[config.mk]
export PLATFORM = sky130hd
export DESIGN_NAME = flash_seq_top
export DESIGN_NICKNAME = d
export VERILOG_FILES = /design/src/rtl/fsq_pkg.sv /design/src/rtl/fsq_ctrl.sv /design/src/rtl/fsq_datapath.sv /design/src/rtl/flash_seq_top.sv
export SDC_FILE = /design/constraint.sdc
export NUM_CORES = 1
export LEC_CHECK = 0
export BUFFER_PORTS_ARGS = -buffer_cell sky130_fd_sc_hd__buf_2
export CAP_MARGIN = 0
export CORE_MARGIN = 3
export CORE_UTILIZATION = 58
export CTS_CLUSTER_DIAMETER = 120
export CTS_CLUSTER_SIZE = 16
export DETAILED_ROUTE_END_ITERATION = 16
export PLACE_DENSITY = 0.94
export SYNTH_ARGS = -nofsm -noshare
export SYNTH_HDL_FRONTEND = slang
export SYNTH_SLANG_ARGS = --single-unit
[constraint.sdc]
create_clock -name clk -period 3.81 [get_ports clk]
set_input_delay 0.762 -clock clk [delete_from_list [all_inputs] [get_ports clk]]
set_output_delay 0.762 -clock clk [all_outputs]
set_load 0.02 [all_outputs]
[src/rtl/fsq_pkg.sv]
package fsq_pkg;

  typedef enum logic [1:0] {
    OP_HALT  = 2'd0,
    OP_WRITE = 2'd1,
    OP_CTRL  = 2'd2
  } memOp_e;

  localparam int STEP_W = 3;
  localparam logic [STEP_W-1:0] STEP_HALT     = 3'd0;
  localparam logic [STEP_W-1:0] STEP_UNLOCK   = 3'd1;
  localparam logic [STEP_W-1:0] STEP_CLKSEL   = 3'd2;
  localparam logic [STEP_W-1:0] STEP_SEGPROT  = 3'd3;
  localparam logic [STEP_W-1:0] STEP_PAYLOAD  = 3'd4;
  localparam logic [STEP_W-1:0] STEP_READMODE = 3'd5;
  localparam logic [STEP_W-1:0] STEP_PULSE    = 3'd6;
  localparam logic [STEP_W-1:0] STEP_RELOCK   = 3'd7;

  localparam logic [15:0] FCTL_A1     = 16'h0128;
  localparam logic [15:0] FCTL_A2     = 16'h012A;
  localparam logic [15:0] FCTL_A3     = 16'h012C;
  localparam logic [15:0] VAL_WRITE   = 16'hA540;
  localparam logic [15:0] VAL_CLKSEL  = 16'hA540;
  localparam logic [15:0] VAL_LOCK    = 16'hA500;
  localparam logic [15:0] VAL_DUMMY   = 16'h55AA;
  localparam logic [15:0] VAL_RDMODE  = 16'h2409;

  typedef struct packed {
    logic              load;
    logic              pulseLoad;
    logic              pulseRun;
    logic [STEP_W-1:0] step;
  } seqStrobe_t;

endpackage

[src/rtl/fsq_ctrl.sv]
module fsq_ctrl
  import fsq_pkg::*;
(
  input  logic       clk,
  input  logic       rstN,
  input  logic       start,
  input  logic       memDone,
  input  logic       pulsesDone,
  output seqStrobe_t strobe,
  output logic       reqValid,
  output logic       busy,
  output logic       done
);

  typedef enum logic [1:0] {S_IDLE, S_MEM, S_PULSE} state_e;

  state_e            state;
  logic [STEP_W-1:0] step;

  always_ff @(posedge clk) begin
    if (!rstN) begin
      state <= S_IDLE;
      step  <= STEP_HALT;
      done  <= 1'b0;
    end else begin
      done <= 1'b0;
      unique case (state)
        S_IDLE: begin
          if (start) begin
            state <= S_MEM;
            step  <= STEP_HALT;
          end
        end
        S_MEM: begin
          if (memDone) begin
            if (step == STEP_READMODE) begin
              state <= S_PULSE;
              step  <= STEP_PULSE;
            end else if (step == STEP_RELOCK) begin
              state <= S_IDLE;
              step  <= STEP_HALT;
              done  <= 1'b1;
            end else begin
              step <= step + 1'b1;
            end
          end
        end
        S_PULSE: begin
          if (pulsesDone) begin
            state <= S_MEM;
            step  <= STEP_RELOCK;
          end
        end
        default: state <= S_IDLE;
      endcase
    end
  end

  always_comb begin
    strobe.load      = (state == S_IDLE) && start;
    strobe.pulseLoad = (state == S_MEM) && memDone && (step == STEP_READMODE);
    strobe.pulseRun  = (state == S_PULSE);
    strobe.step      = step;
    reqValid         = (state == S_MEM);
    busy             = (state != S_IDLE);
  end

endmodule

[src/rtl/fsq_datapath.sv]
module fsq_datapath
  import fsq_pkg::*;
#(
  parameter int ADDR_W      = 16,
  parameter int DATA_W      = 16,
  parameter int CNT_W       = 16,
  parameter int HALF_PERIOD = 2,
  parameter int PROG_PULSES = 35
) (
  input  logic              clk,
  input  logic              rstN,
  input  seqStrobe_t        strobe,
  input  logic              cmdErase,
  input  logic [DATA_W-1:0] eraseMode,
  input  logic [ADDR_W-1:0] targetAddr,
  input  logic [DATA_W-1:0] targetData,
  input  logic [CNT_W-1:0]  pulseCount,
  output logic              pulsesDone,
  output logic [1:0]        reqOp,
  output logic [ADDR_W-1:0] reqAddr,
  output logic [DATA_W-1:0] reqData,
  output logic              tclk
);

  localparam int PH_W    = $clog2(2 * HALF_PERIOD + 1);
  localparam int PH_LAST = 2 * HALF_PERIOD - 1;

  logic              isErase;
  logic [DATA_W-1:0] modeReg;
  logic [ADDR_W-1:0] addrReg;
  logic [DATA_W-1:0] dataReg;
  logic [CNT_W-1:0]  countReg;
  logic [CNT_W-1:0]  remain;
  logic [PH_W-1:0]   phase;

  always_ff @(posedge clk) begin
    if (!rstN) begin
      isErase  <= 1'b0;
      modeReg  <= '0;
      addrReg  <= '0;
      dataReg  <= '0;
      countReg <= '0;
    end else if (strobe.load) begin
      isErase  <= cmdErase;
      modeReg  <= eraseMode;
      addrReg  <= targetAddr;
      dataReg  <= targetData;
      countReg <= pulseCount;
    end
  end

  always_ff @(posedge clk) begin
    if (!rstN) begin
      remain <= '0;
      phase  <= '0;
    end else if (strobe.pulseLoad) begin
      remain <= isErase ? countReg : CNT_W'(PROG_PULSES);
      phase  <= '0;
    end else if (strobe.pulseRun && remain != '0) begin
      if (phase == PH_W'(PH_LAST)) begin
        phase  <= '0;
        remain <= remain - 1'b1;
      end else begin
        phase <= phase + 1'b1;
      end
    end
  end

  assign pulsesDone = (remain == '0);
  assign tclk = !(strobe.pulseRun && remain != '0 && phase < PH_W'(HALF_PERIOD));

  always_comb begin
    reqOp   = OP_HALT;
    reqAddr = '0;
    reqData = '0;
    unique case (strobe.step)
      STEP_UNLOCK: begin
        reqOp   = OP_WRITE;
        reqAddr = ADDR_W'(FCTL_A1);
        reqData = isErase ? modeReg : DATA_W'(VAL_WRITE);
      end
      STEP_CLKSEL: begin
        reqOp   = OP_WRITE;
        reqAddr = ADDR_W'(FCTL_A2);
        reqData = DATA_W'(VAL_CLKSEL);
      end
      STEP_SEGPROT: begin
        reqOp   = OP_WRITE;
        reqAddr = ADDR_W'(FCTL_A3);
        reqData = DATA_W'(VAL_LOCK);
      end
      STEP_PAYLOAD: begin
        reqOp   = OP_WRITE;
        reqAddr = addrReg;
        reqData = isErase ? DATA_W'(VAL_DUMMY) : dataReg;
      end
      STEP_READMODE: begin
        reqOp   = OP_CTRL;
        reqData = DATA_W'(VAL_RDMODE);
      end
      STEP_RELOCK: begin
        reqOp   = OP_WRITE;
        reqAddr = ADDR_W'(FCTL_A1);
        reqData = DATA_W'(VAL_LOCK);
      end
      default: begin
        reqOp = OP_HALT;
      end
    endcase
  end

endmodule

[src/rtl/flash_seq_top.sv]
module flash_seq_top
  import fsq_pkg::*;
#(
  parameter int ADDR_W      = 16,
  parameter int DATA_W      = 16,
  parameter int CNT_W       = 16,
  parameter int HALF_PERIOD = 2,
  parameter int PROG_PULSES = 35
) (
  input  logic              clk,
  input  logic              rstN,
  input  logic              start,
  input  logic              cmdErase,
  input  logic [DATA_W-1:0] eraseMode,
  input  logic [ADDR_W-1:0] targetAddr,
  input  logic [DATA_W-1:0] targetData,
  input  logic [CNT_W-1:0]  pulseCount,
  input  logic              memDone,
  output logic              reqValid,
  output logic [1:0]        reqOp,
  output logic [ADDR_W-1:0] reqAddr,
  output logic [DATA_W-1:0] reqData,
  output logic              tclk,
  output logic              busy,
  output logic              done
);

  seqStrobe_t strobe;
  logic       pulsesDone;

  fsq_ctrl ctrl_i (
    .clk        (clk),
    .rstN       (rstN),
    .start      (start),
    .memDone    (memDone),
    .pulsesDone (pulsesDone),
    .strobe     (strobe),
    .reqValid   (reqValid),
    .busy       (busy),
    .done       (done)
  );

  fsq_datapath #(
    .ADDR_W      (ADDR_W),
    .DATA_W      (DATA_W),
    .CNT_W       (CNT_W),
    .HALF_PERIOD (HALF_PERIOD),
    .PROG_PULSES (PROG_PULSES)
  ) dp_i (
    .clk        (clk),
    .rstN       (rstN),
    .strobe     (strobe),
    .cmdErase   (cmdErase),
    .eraseMode  (eraseMode),
    .targetAddr (targetAddr),
    .targetData (targetData),
    .pulseCount (pulseCount),
    .pulsesDone (pulsesDone),
    .reqOp      (reqOp),
    .reqAddr    (reqAddr),
    .reqData    (reqData),
    .tclk       (tclk)
  );

endmodule

==> results.txt, run 1 <==
----------------------------------------------------
[Status]
  Status ... complete, no violations

[Global routing]
  Total Routing Usage GR ... 0.274
  Largest net degree at the start of global routing ... 66
  Vias in the first global route ... 4127
  Total grt overflow ... 0
  Global routing usage on met3 ... 0.0529
  Global-route met1 utilization ... 0.358
  Layer carrying the most global-route usage ... met2
  Wire length of the first global-routing pass ... 19300 um
  Met2 track demand over resource in global routing ... 0.451
  Antenna violations before repair ... 0

[Clocking]
  Post-cts hold buffer count ... 0
  Number of buffers added by the clock tree synthesis step ... 9
  Later-pin clock latency in the skew report ... between 300 and 400 ps
  Clock transition at the registers of the reported paths ... around 80 ps
  TritonCTS clock tree ... yes
  Post-cts gate resize count ... 0
  Buffer levels on the longest clock path ... 2
  Number of buffers inserted by post-CTS setup repair ... 0
  Cell chosen for the clock root ... sky130_fd_sc_hd__clkbuf_8
  Number of H-tree branching levels ... 3
  Clock Sink Count ... 90

[Min path]
  Hold Path Stages ... 2
  Hold Crit Class ... register to register

[Place]
  Post-detail-place hpwl ... around 8500 um
  Global placer's final weighted congestion ... slightly below 0.9
  Placement-stage cell area ... 5020 um2
  Number of port buffers ... 106
  Placed insts ... 740

[Timing]
  Final setup violation count ... 0
  Max Clock Skew ... approximately 9.9 ps
  Worst rel slew slack ... 0.203
  Setup repair after global routing missed its margin ... no
  Min Clock Period, post-route ... 3340 ps
  Number of max-slew violations in the final report ... 0
  F_max ... 299 MHz
  Post-route clock period utilization ... 0.877
  Final Hold Violating Endpoints ... 0
  Setup tns final ... 0 ps
  Worst-Margin Slew ... 1190 ps

[Synthesis]
  Most instantiated library cell after synthesis ... sky130_fd_sc_hd__nand2_1
  Post-Synthesis Cells ... between 500 and 600
  Async S/R FF share, synth ... 0
  Most used flip-flop cell after synthesis ... sky130_fd_sc_hd__dfxtp_1
  Library cell occupying the most area in the post-synthesis netlist ... sky130_fd_sc_hd__dfxtp_1
  Avg Synthesized Cell Area ... 7.85 um2
  Synth warnings ... 0
  Cell types with the largest area share after synthesis ... sky130_fd_sc_hd__dfxtp_1 40%, sky130_fd_sc_hd__nand2_1 13%, sky130_fd_sc_hd__a21boi_0 11%, sky130_fd_sc_hd__a21oi_1 3.9%, sky130_fd_sc_hd__ha_1 3.4%
  Sequential-to-total area share from yosys stat ... 0.403
  Number of nets produced by synthesis ... 651
  Post-synth top area share ... 0.403
  Number of enable flip-flop cells after synthesis ... 0
  Number of storage elements in the synthesis netlist ... 90
  Count of distinct cell types in the synthesized netlist ... 48
  Commonest cells post-synth ... 156 x sky130_fd_sc_hd__nand2_1, 90 x sky130_fd_sc_hd__dfxtp_1, 68 x sky130_fd_sc_hd__a21boi_0, 37 x sky130_fd_sc_hd__clkbuf_1, 35 x sky130_fd_sc_hd__a21oi_1
  Area of the mapped netlist ... around 4500 um2

[Final layout]
  Design area ... 5200 um2
  Sequential cell area ... roughly 1800 um2
  Proportion of layout cells with a drive suffix above 1 ... 0.205
  Synthesis-to-finish area growth ... 16.2%
  Final #Nets ... 733
  Filler Cells Inserted ... 583
  Footprint of the multi-input gates ... 2480 um2
  Final Non-Filler Cells ... around 760
  Utilization after layout ... 0.705
  ANT cells ... 0

[Worst setup path]
  Peak fanout along the critical path ... 26
  Kind of launch point of the worst setup path ... register
  Worst Reg2Reg Path Length in Cells ... 7
  Critical path capture point type ... primary output
  WS Path Type ... register to primary output
  Data arrival time at the worst-slack endpoint ... 2580 ps
  Required time of the critical path ... around 3100 ps

[Floorplanning]
  Standard cell core area ... 7370 um2
  Top-Level Pins ... between 100 and 150
  Area of the die ... 8800 um2
  Chip Height ... 93.8 um
  Rows ... 31
  Width of the die ... 93.8 um
  Starting utilization of the core area ... 0.607

[Power]
  Static Leakage ... 2.33 nW
  Power density over cell area ... 407 nW/um2
  Maximum resistive drop on vdd ... 0.274 mV

[Route]
  Antenna Nets Post-Route ... 0
  Final wirelength ... 11900 um
  Average routed wire per standard cell ... 15.7 um
  Post-DR vias/cell ... 5.87
  Iter 0 DRT Violations ... 358
  Total DRC errors in the routed layout ... 0
  Drt first pass iters ... 5
  DR vias ... 4441

[Flow run]
  Maximum capacitance violations ... 0

----------------------------------------------------
==> sequential cells by signal, indices dropped and copies added, names as in the netlist <==
name,flops
dp_i.addrReg,16
dp_i.countReg,16
dp_i.dataReg,16
dp_i.modeReg,16
dp_i.remain,16
ctrl_i.step,3
dp_i.phase,3
ctrl_i.state,2
ctrl_i.done,1
dp_i.isErase,1
==> cell type report <==
class                      instances  area share
clock buffer                      13      0.0267
clock inverter                     3     0.00770
inverter                          13     0.00939
multi-input combinational        427       0.476
sequential                        90       0.347
tap                               99      0.0238
timing repair buffer             111       0.109
==> through the flow <==
step           total power, W  hold WS (ps)  setup slack [ps]
5_1_grt               0.00222           492               220
2_1_floorplan         0.00137           430              1270
3_5_place_dp          0.00151           451               887
4_1_cts               0.00211           462               502
6_report              0.00212           463               470
3_3_place_gp          0.00149           447              1010
==> power by group <==
group | internal [W] | switching, W
Clock | 0.000303 | 0.000320
Sequential | 0.00102 | 0.0000578
Combinational | 0.000146 | 0.000264
==> worst max-delay path: stages (launching register included) <==
cell	delay, ps
sky130_fd_sc_hd__dfxtp_1	350
sky130_fd_sc_hd__inv_1	120
sky130_fd_sc_hd__ha_1	450
sky130_fd_sc_hd__and2_1	760
sky130_fd_sc_hd__a21oi_1	160
sky130_fd_sc_hd__o211ai_1	200
sky130_fd_sc_hd__buf_2	190
==> layer usage <==
layer / vias to the layer above / share of wire
li1: 2107 / -
met1: 2069 / 0.41
met2: 231 / 0.48
met3: 34 / 0.080
met4: 0 / 0.027
met5: - / 0
==> kinds of logic after synthesis <==
kind of cell,share of synthesized area
AND/OR/NAND/NOR,0.263
AO/OA/AOI/OAI,0.231
flip-flops,0.403
buffers and inverters,0.0445
adder cells (fa/ha/maj),0.0336
XOR/XNOR,0.0157
multiplexers,0.00923
==> worst paths after layout <==
kind | startpoint | slack (ps) | endpoint
worst max-delay path | ctrl_i.step[0]$_SDFFE_PN0P_ | 470 | reqData[13]
worst min-delay path | dp_i.addrReg[0]$_SDFFE_PN0P_ | 460 | dp_i.addrReg[0]$_SDFFE_PN0P_
worst max register to register | dp_i.remain[0]$_SDFFE_PN0P_ | 1450 | dp_i.remain[1]$_SDFFE_PN0P_
worst min register to register | dp_i.addrReg[0]$_SDFFE_PN0P_ | 460 | dp_i.addrReg[0]$_SDFFE_PN0P_
==> layout by cell type (no fill, tap or decap), drive strengths merged, types with 2 or more instances in the layout <==
master / count
nor4: 2
clkbuf: 13
nor3: 7
nand3: 17
o311ai: 3
a21oi: 36
buf: 111
clkinv: 2
nand4: 9
and2: 7
inv: 13
a21o: 5
nand2b: 4
ha: 12
a211o: 3
and3: 14
o21ai: 22
nor3b: 4
nor2: 15
or3b: 3
dfxtp: 90
o22ai: 2
xor2: 7
nor4b: 2
a21boi: 71
mux2i: 3
o211ai: 2
a31oi: 3
nand2: 156
nor2b: 4
Note: power is estimated with default switching activity, not from simulation.
==> run 2: changes to the inputs <==
--- a/config.mk
+++ b/config.mk
@@ -13,6 +13,7 @@
 export CTS_CLUSTER_SIZE = 16
 export DETAILED_ROUTE_END_ITERATION = 16
 export PLACE_DENSITY = 0.94
+export RECOVER_POWER = 50
 export SYNTH_ARGS = -nofsm -noshare
 export SYNTH_HDL_FRONTEND = slang
 export SYNTH_SLANG_ARGS = --single-unit
==> run 2 against run 1 <==
The flow now finishes with violations (capacitance limit, slew limit). Critical path depth did not move. Combinational power barely moved. Clock skew rose by 0.53 ps. Via count rose by 0.16%. Sequential cell count did not move. First-iteration DRC count fell by 3.1%. Clock power rose by 0.6%. Hold slack improved by 4.7 ps. Register-to-register slack got worse by 90 ps. Largest cell class unchanged. Largest power group unchanged.
==> results.txt, run 2 (synthesis results as in run 1) <==
----------------------------------------------------
[Status]
  Status ... finished with violations
  Violated checks ... capacitance limit, slew limit

[Worst setup path]
  CP Launch Point ... ctrl_i.step[0]$_SDFFE_PN0P_
  Reg-to-Reg Start ... dp_i.remain[0]$_SDFFE_PN0P_
  Data arrival time at the worst-slack endpoint ... 2600 ps
  WS Path Type ... register to primary output
  Required time of the critical path ... 3050 ps
  Capture point of the critical path ... reqData[13]
  Worst Reg2Reg Path Length in Cells ... 7
  Kind of launch point of the worst setup path ... register
  Critical path capture point type ... primary output
  Minimum setup slack among reg-to-reg paths ... around 1400 ps
  Delay of the slowest cell on the worst path ... around 760 ps
  R2R Path End ... dp_i.remain[1]$_SDFFE_PN0P_
  Master of the slowest instance on the critical path ... sky130_fd_sc_hd__and2_1
  Cell-by-cell listing of the critical path ... inv_1, ha_1, and2_1, a21oi_1, o211ai_1, buf_2
  Peak fanout along the critical path ... 26

[Timing]
  Post-route clock period utilization ... 0.881
  Worst setup slack after layout ... 452 ps
  Number of max-slew violations in the final report ... 57
  Worst rel slew slack ... -0.342
  Max Clock Skew ... 10.4 ps
  Setup tns final ... 0 ps
  Setup repair after global routing missed its margin ... no
  Min Clock Period, post-route ... 3360 ps
  F_max ... 298 MHz
  Worst-Margin Slew ... a little over 2000 ps
  Final setup violation count ... 0
  Final Hold Violating Endpoints ... 0

[Route]
  Drt first pass iters ... 5
  Post-DR vias/cell ... 5.88
  Total DRC errors in the routed layout ... 0
  Average routed wire per standard cell ... 15.9 um
  Antenna Nets Post-Route ... 0
  Iter 0 DRT Violations ... 347
  DR vias ... 4448
  Final wirelength ... 12000 um

[Clocking]
  Number of buffers inserted by post-CTS setup repair ... 0
  Buffer levels on the longest clock path ... 2
  Post-cts hold buffer count ... 0
  Later-pin clock latency in the skew report ... 360 ps
  TritonCTS clock tree ... yes
  Clock transition at the registers of the reported paths ... ~80 ps
  Number of buffers added by the clock tree synthesis step ... 9
  Number of H-tree branching levels ... 3
  Clock Sink Count ... 90
  Post-cts gate resize count ... 0
  Cell chosen for the clock root ... sky130_fd_sc_hd__clkbuf_8

[Place]
  Placement-stage cell area ... roughly 5000 um2
  Number of port buffers ... 106
  Post-detail-place hpwl ... 8520 um
  Minimum setup slack after placement ... 887 ps
  Global placer's final weighted congestion ... 0.895

[Power]
  Power density over cell area ... 408 nW/um2
  Maximum resistive drop on vdd ... 0.273 mV
  Power, Total ... 0.00212 W
  Static Leakage ... 2.31 nW

[Floorplanning]
  Area of the die ... 8800 um2
  Rows ... 31
  Standard cell core area ... 7370 um2
  Top-Level Pins ... 107
  Chip Height ... 93.8 um
  Width of the die ... 93.8 um
  Starting utilization of the core area ... 0.607

[Min path]
  Hold Crit Class ... register to register
  Worst Min Path Start ... dp_i.addrReg[0]$_SDFFE_PN0P_

[Final layout]
  Most common cell after layout, fill and taps aside ... sky130_fd_sc_hd__nand2_1
  Final #Nets ... 733
  Footprint of the multi-input gates ... between 2000 and 2500 um2
  Filler Cells Inserted ... between 500 and 600
  Highest-count cells in the layout ignoring fill and taps ... 155 x sky130_fd_sc_hd__nand2_1, 102 x sky130_fd_sc_hd__buf_2, 90 x sky130_fd_sc_hd__dfxtp_1
  Design area ... 5190 um2
  ANT cells ... 0
  Sequential cell area ... 1800 um2
  Synthesis-to-finish area growth ... 16.0%
  Utilization after layout ... 0.704
  Proportion of layout cells with a drive suffix above 1 ... 0.198

[Global routing]
  Largest net degree at the start of global routing ... 66
  Wire length of the first global-routing pass ... between 15000 and 20000 um
  Total Routing Usage GR ... 0.274
  Total grt overflow ... 0
  Antenna violations before repair ... 0
  Vias in the first global route ... just over 4000

[Flow run]
  Maximum capacitance violations ... 1

----------------------------------------------------
## run 2: cell count changes in the layout (fill, tap and decap cells not counted)
cell	previous run	this run
sky130_fd_sc_hd__buf_2	106	102
sky130_fd_sc_hd__buf_4	5	4
sky130_fd_sc_hd__clkbuf_1	4	9
## run 2: worst min-delay path by stage
stage,to,slack (ps),cells after the start
floorplan,dp_i.phase[2]$_SDFFE_PP0P_,430,2
detailed placement,dp_i.addrReg[0]$_SDFFE_PN0P_,450,2
global placement,dp_i.modeReg[10]$_SDFFE_PN0P_,450,2
global route,dp_i.countReg[2]$_SDFFE_PN0P_,500,2
CTS,dp_i.addrReg[0]$_SDFFE_PN0P_,460,2
finish,dp_i.addrReg[0]$_SDFFE_PN0P_,470,2
## run 2: critical path, delay by kind of cell, from the launching register on
kind	cells	cell delay, ps
buffers and inverters	2	310
AO/OA/AOI/OAI	2	360
flip-flops	1	350
AND/OR/NAND/NOR	1	760
adder cells (fa/ha/maj)	1	450
## run 2: layout make-up
cell class,instances,area share
clock inverters,3,0.00772
well taps,99,0.0239
multi-input cells,427,0.477
inverters,13,0.00940
clock buffers,13,0.0268
flip-flops and latches,90,0.347
repair buffers,111,0.108
## run 2: routing by layer
layer	vias to the layer above	wire length (um)	GRT usage
met5	-	0	0
met4	0	321	0.0975
met3	32	984	0.0529
met2	228	5800	0.451
met1	2083	4880	0.358
li1	2105	-	-
## run 2: power by group
| group | switching [W] | internal [W] |
|---|---|---|
| Clock | 0.000324 | 0.000303 |
| Combinational | 0.000265 | 0.000145 |
| Sequential | 0.0000573 | 0.00102 |
| Total | 0.000646 | 0.00147 |
## run 2: through the flow
step	hold WS, ps	cells
floorplan	430	570
CTS	462	756
global route	496	756
global placement	447	740
finish	468	756
detailed placement	451	740
==> run 3: changes to the inputs <==
--- a/config.mk
+++ b/config.mk
@@ -8,12 +8,13 @@
 export BUFFER_PORTS_ARGS = -buffer_cell sky130_fd_sc_hd__buf_2
 export CAP_MARGIN = 0
 export CORE_MARGIN = 3
-export CORE_UTILIZATION = 58
+export CORE_UTILIZATION = 54
 export CTS_CLUSTER_DIAMETER = 120
 export CTS_CLUSTER_SIZE = 16
 export DETAILED_ROUTE_END_ITERATION = 16
-export PLACE_DENSITY = 0.94
+export PLACE_DENSITY = 0.89
 export RECOVER_POWER = 50
+export SKIP_CTS_REPAIR_TIMING = 1
 export SYNTH_ARGS = -nofsm -noshare
 export SYNTH_HDL_FRONTEND = slang
 export SYNTH_SLANG_ARGS = --single-unit
==> constraint.sdc (replaced) <==
create_clock -name clk -period 3.4 [get_ports clk]
set_input_delay 0.68 -clock clk [delete_from_list [all_inputs] [get_ports clk]]
set_output_delay 0.68 -clock clk [all_outputs]
set_load 0.02 [all_outputs]
==> run 3 against run 2 <==
The run now ends clean. Via count fell by 4.3%. Clock power rose by 19%. Largest power group unchanged. Global-route usage is 2.4 points lower. Cell count rose by 0.66%. Combinational power increased by 9.3%. Power increased by 14%. Register-to-register slack got worse by 610 ps. Clock-buffer cell count down 3. Clock skew decreased by 2.2 ps. Die area up 6.9%. Sequential power increased by 12%. Critical endpoint is now reqData[14].
==> results.txt, run 3 (synthesis results as in run 1) <==
----------------------------------------------------
[Place]
  Global placer's final weighted congestion ... 0.918
  Number of port buffers ... approximately 110
  Post-detail-place hpwl ... 8420 um

[Final layout]
  Filler Cells Inserted ... 653
  Proportion of layout cells with a drive suffix above 1 ... 0.206
  Most common cell after layout, fill and taps aside ... sky130_fd_sc_hd__nand2_1
  Final #Nets ... 735
  ANT cells ... 0
  Highest-count cells in the layout ignoring fill and taps ... 156 x sky130_fd_sc_hd__nand2_1, 103 x sky130_fd_sc_hd__buf_2, 90 x sky130_fd_sc_hd__dfxtp_1
  Sequential cell area ... around 1800 um2
  Synthesis-to-finish area growth ... 16.7%
  Footprint of the multi-input gates ... 2460 um2

[Global routing]
  Vias in the first global route ... 3996
  Antenna violations before repair ... 0
  Largest net degree at the start of global routing ... 47
  Total Routing Usage GR ... 0.251
  Wire length of the first global-routing pass ... 19500 um
  Total grt overflow ... 0

[Route]
  Post-DR vias/cell ... ~5.6
  Iter 0 DRT Violations ... 282
  Average routed wire per standard cell ... 15.4 um
  Antenna Nets Post-Route ... 0
  Total DRC errors in the routed layout ... 0
  Final wirelength ... ~12000 um
  DR vias ... 4256
  Drt first pass iters ... 5

[Power]
  Power, Total ... 0.00241 W
  Static Leakage ... roughly 2.3 nW
  Maximum resistive drop on vdd ... 0.296 mV
  Power density over cell area ... 461 nW/um2

[Clocking]
  Clock transition at the registers of the reported paths ... 90 ps
  Number of H-tree branching levels ... 3
  Cell chosen for the clock root ... sky130_fd_sc_hd__clkbuf_8
  Buffer levels on the longest clock path ... 2
  TritonCTS clock tree ... yes
  Number of buffers added by the clock tree synthesis step ... 9
  Clock Sink Count ... 90
  Later-pin clock latency in the skew report ... 360 ps

[Floorplanning]
  Rows ... 32
  Starting utilization of the core area ... 0.567
  Top-Level Pins ... ~110
  Chip Height ... 97.0 um
  Width of the die ... 97.0 um
  Area of the die ... 9410 um2
  Standard cell core area ... 7890 um2

[Worst setup path]
  Critical path capture point type ... primary output
  Minimum setup slack among reg-to-reg paths ... 750 ps
  Reg-to-Reg Start ... ctrl_i.state[0]$_SDFFE_PN0P_
  WS Path Type ... register to primary output
  CP Launch Point ... ctrl_i.step[0]$_SDFFE_PN0P_
  Data arrival time at the worst-slack endpoint ... 2450 ps
  Capture point of the critical path ... reqData[14]
  Required time of the critical path ... roughly 2700 ps
  Worst Reg2Reg Path Length in Cells ... 6
  Peak fanout along the critical path ... 14
  Kind of launch point of the worst setup path ... register
  R2R Path End ... dp_i.modeReg[12]$_SDFFE_PN0P_

[Min path]
  Hold Crit Class ... register to register
  Worst Min Path Start ... dp_i.countReg[11]$_SDFFE_PN0P_

[Timing]
  Worst rel slew slack ... 0.281
  Number of max-slew violations in the final report ... 0
  Final setup violation count ... 0
  Post-route clock period utilization ... 0.921
  Final Hold Violating Endpoints ... 0
  Setup repair after global routing missed its margin ... no
  Setup tns final ... 0 ps
  Worst-Margin Slew ... ~1100 ps
  Min Clock Period, post-route ... roughly 3100 ps
  Worst hold slack ... 468 ps
  F_max ... around 320 MHz
  Max Clock Skew ... 8.13 ps

[Flow run]
  Maximum capacitance violations ... 0

[Status]
  Status ... complete, no violations

----------------------------------------------------
==> run 3: cell count changes in the layout (fill, tap and decap cells not counted), sizes merged <==
cell and change:
inv +1, clkinvlp +1, buf +3, clkinv +1
clkbuf -4
==> run 3: layout make-up <==
type	instances	share of cell area
Multi-Input combinational cell	427	0.472
Clock buffer	10	0.0264
Sequential cell	90	0.345
Inverter	13	0.00935
Timing Repair Buffer	113	0.111
Clock inverter	6	0.0125
Tap cell	102	0.0245
==> run 3: per-stage QoR <==
| stage | util | instances | cell area (um2) | setup slack (ps) |
|---|---|---|---|---|
| 5_1_grt | 0.662 | 761 | 5220 | 63.5 |
| 2_1_floorplan | - | 570 | 4470 | 937 |
| 6_report | 0.662 | 761 | 5220 | 269 |
| 4_1_cts | 0.664 | 761 | 5240 | 301 |
| 3_3_place_gp | 0.639 | 745 | 5040 | 796 |
| 3_5_place_dp | 0.639 | 745 | 5040 | 711 |
==> run 3: how the worst min path moves through the flow <==
stage,cells after the start,to
finish,2,dp_i.countReg[11]$_SDFFE_PN0P_
global route,2,dp_i.dataReg[0]$_SDFFE_PN0P_
global placement,2,dp_i.phase[2]$_SDFFE_PP0P_
CTS,2,dp_i.countReg[11]$_SDFFE_PN0P_
detailed placement,2,dp_i.addrReg[6]$_SDFFE_PN0P_
floorplan,2,dp_i.phase[2]$_SDFFE_PP0P_
==> run 3: critical path: stages (launching register included) <==
cell and delay (ps):
sky130_fd_sc_hd__dfxtp_1 360, sky130_fd_sc_hd__inv_1 120, sky130_fd_sc_hd__ha_1 450, sky130_fd_sc_hd__and2_1 490, sky130_fd_sc_hd__buf_4 270, sky130_fd_sc_hd__a21oi_1 90, sky130_fd_sc_hd__nor2_1 130, sky130_fd_sc_hd__buf_2 180
==> run 3: metal layers <==
layer | routed length [um] | vias to the layer above | track usage
met4 | 251 | 0 | 0.0950
met3 | 814 | 18 | 0.0497
li1 | - | 2108 | -
met2 | 5550 | 146 | 0.407
met1 | 5090 | 1984 | 0.329
met5 | 0 | - | 0
==> run 3: power breakdown <==
group / internal [W] / leakage, nW / switching, W
Combinational: 0.000158 / 1.49 / 0.000291
Clock: 0.000361 / 0.103 / 0.000384
Sequential: 0.00115 / 0.736 / 0.0000644
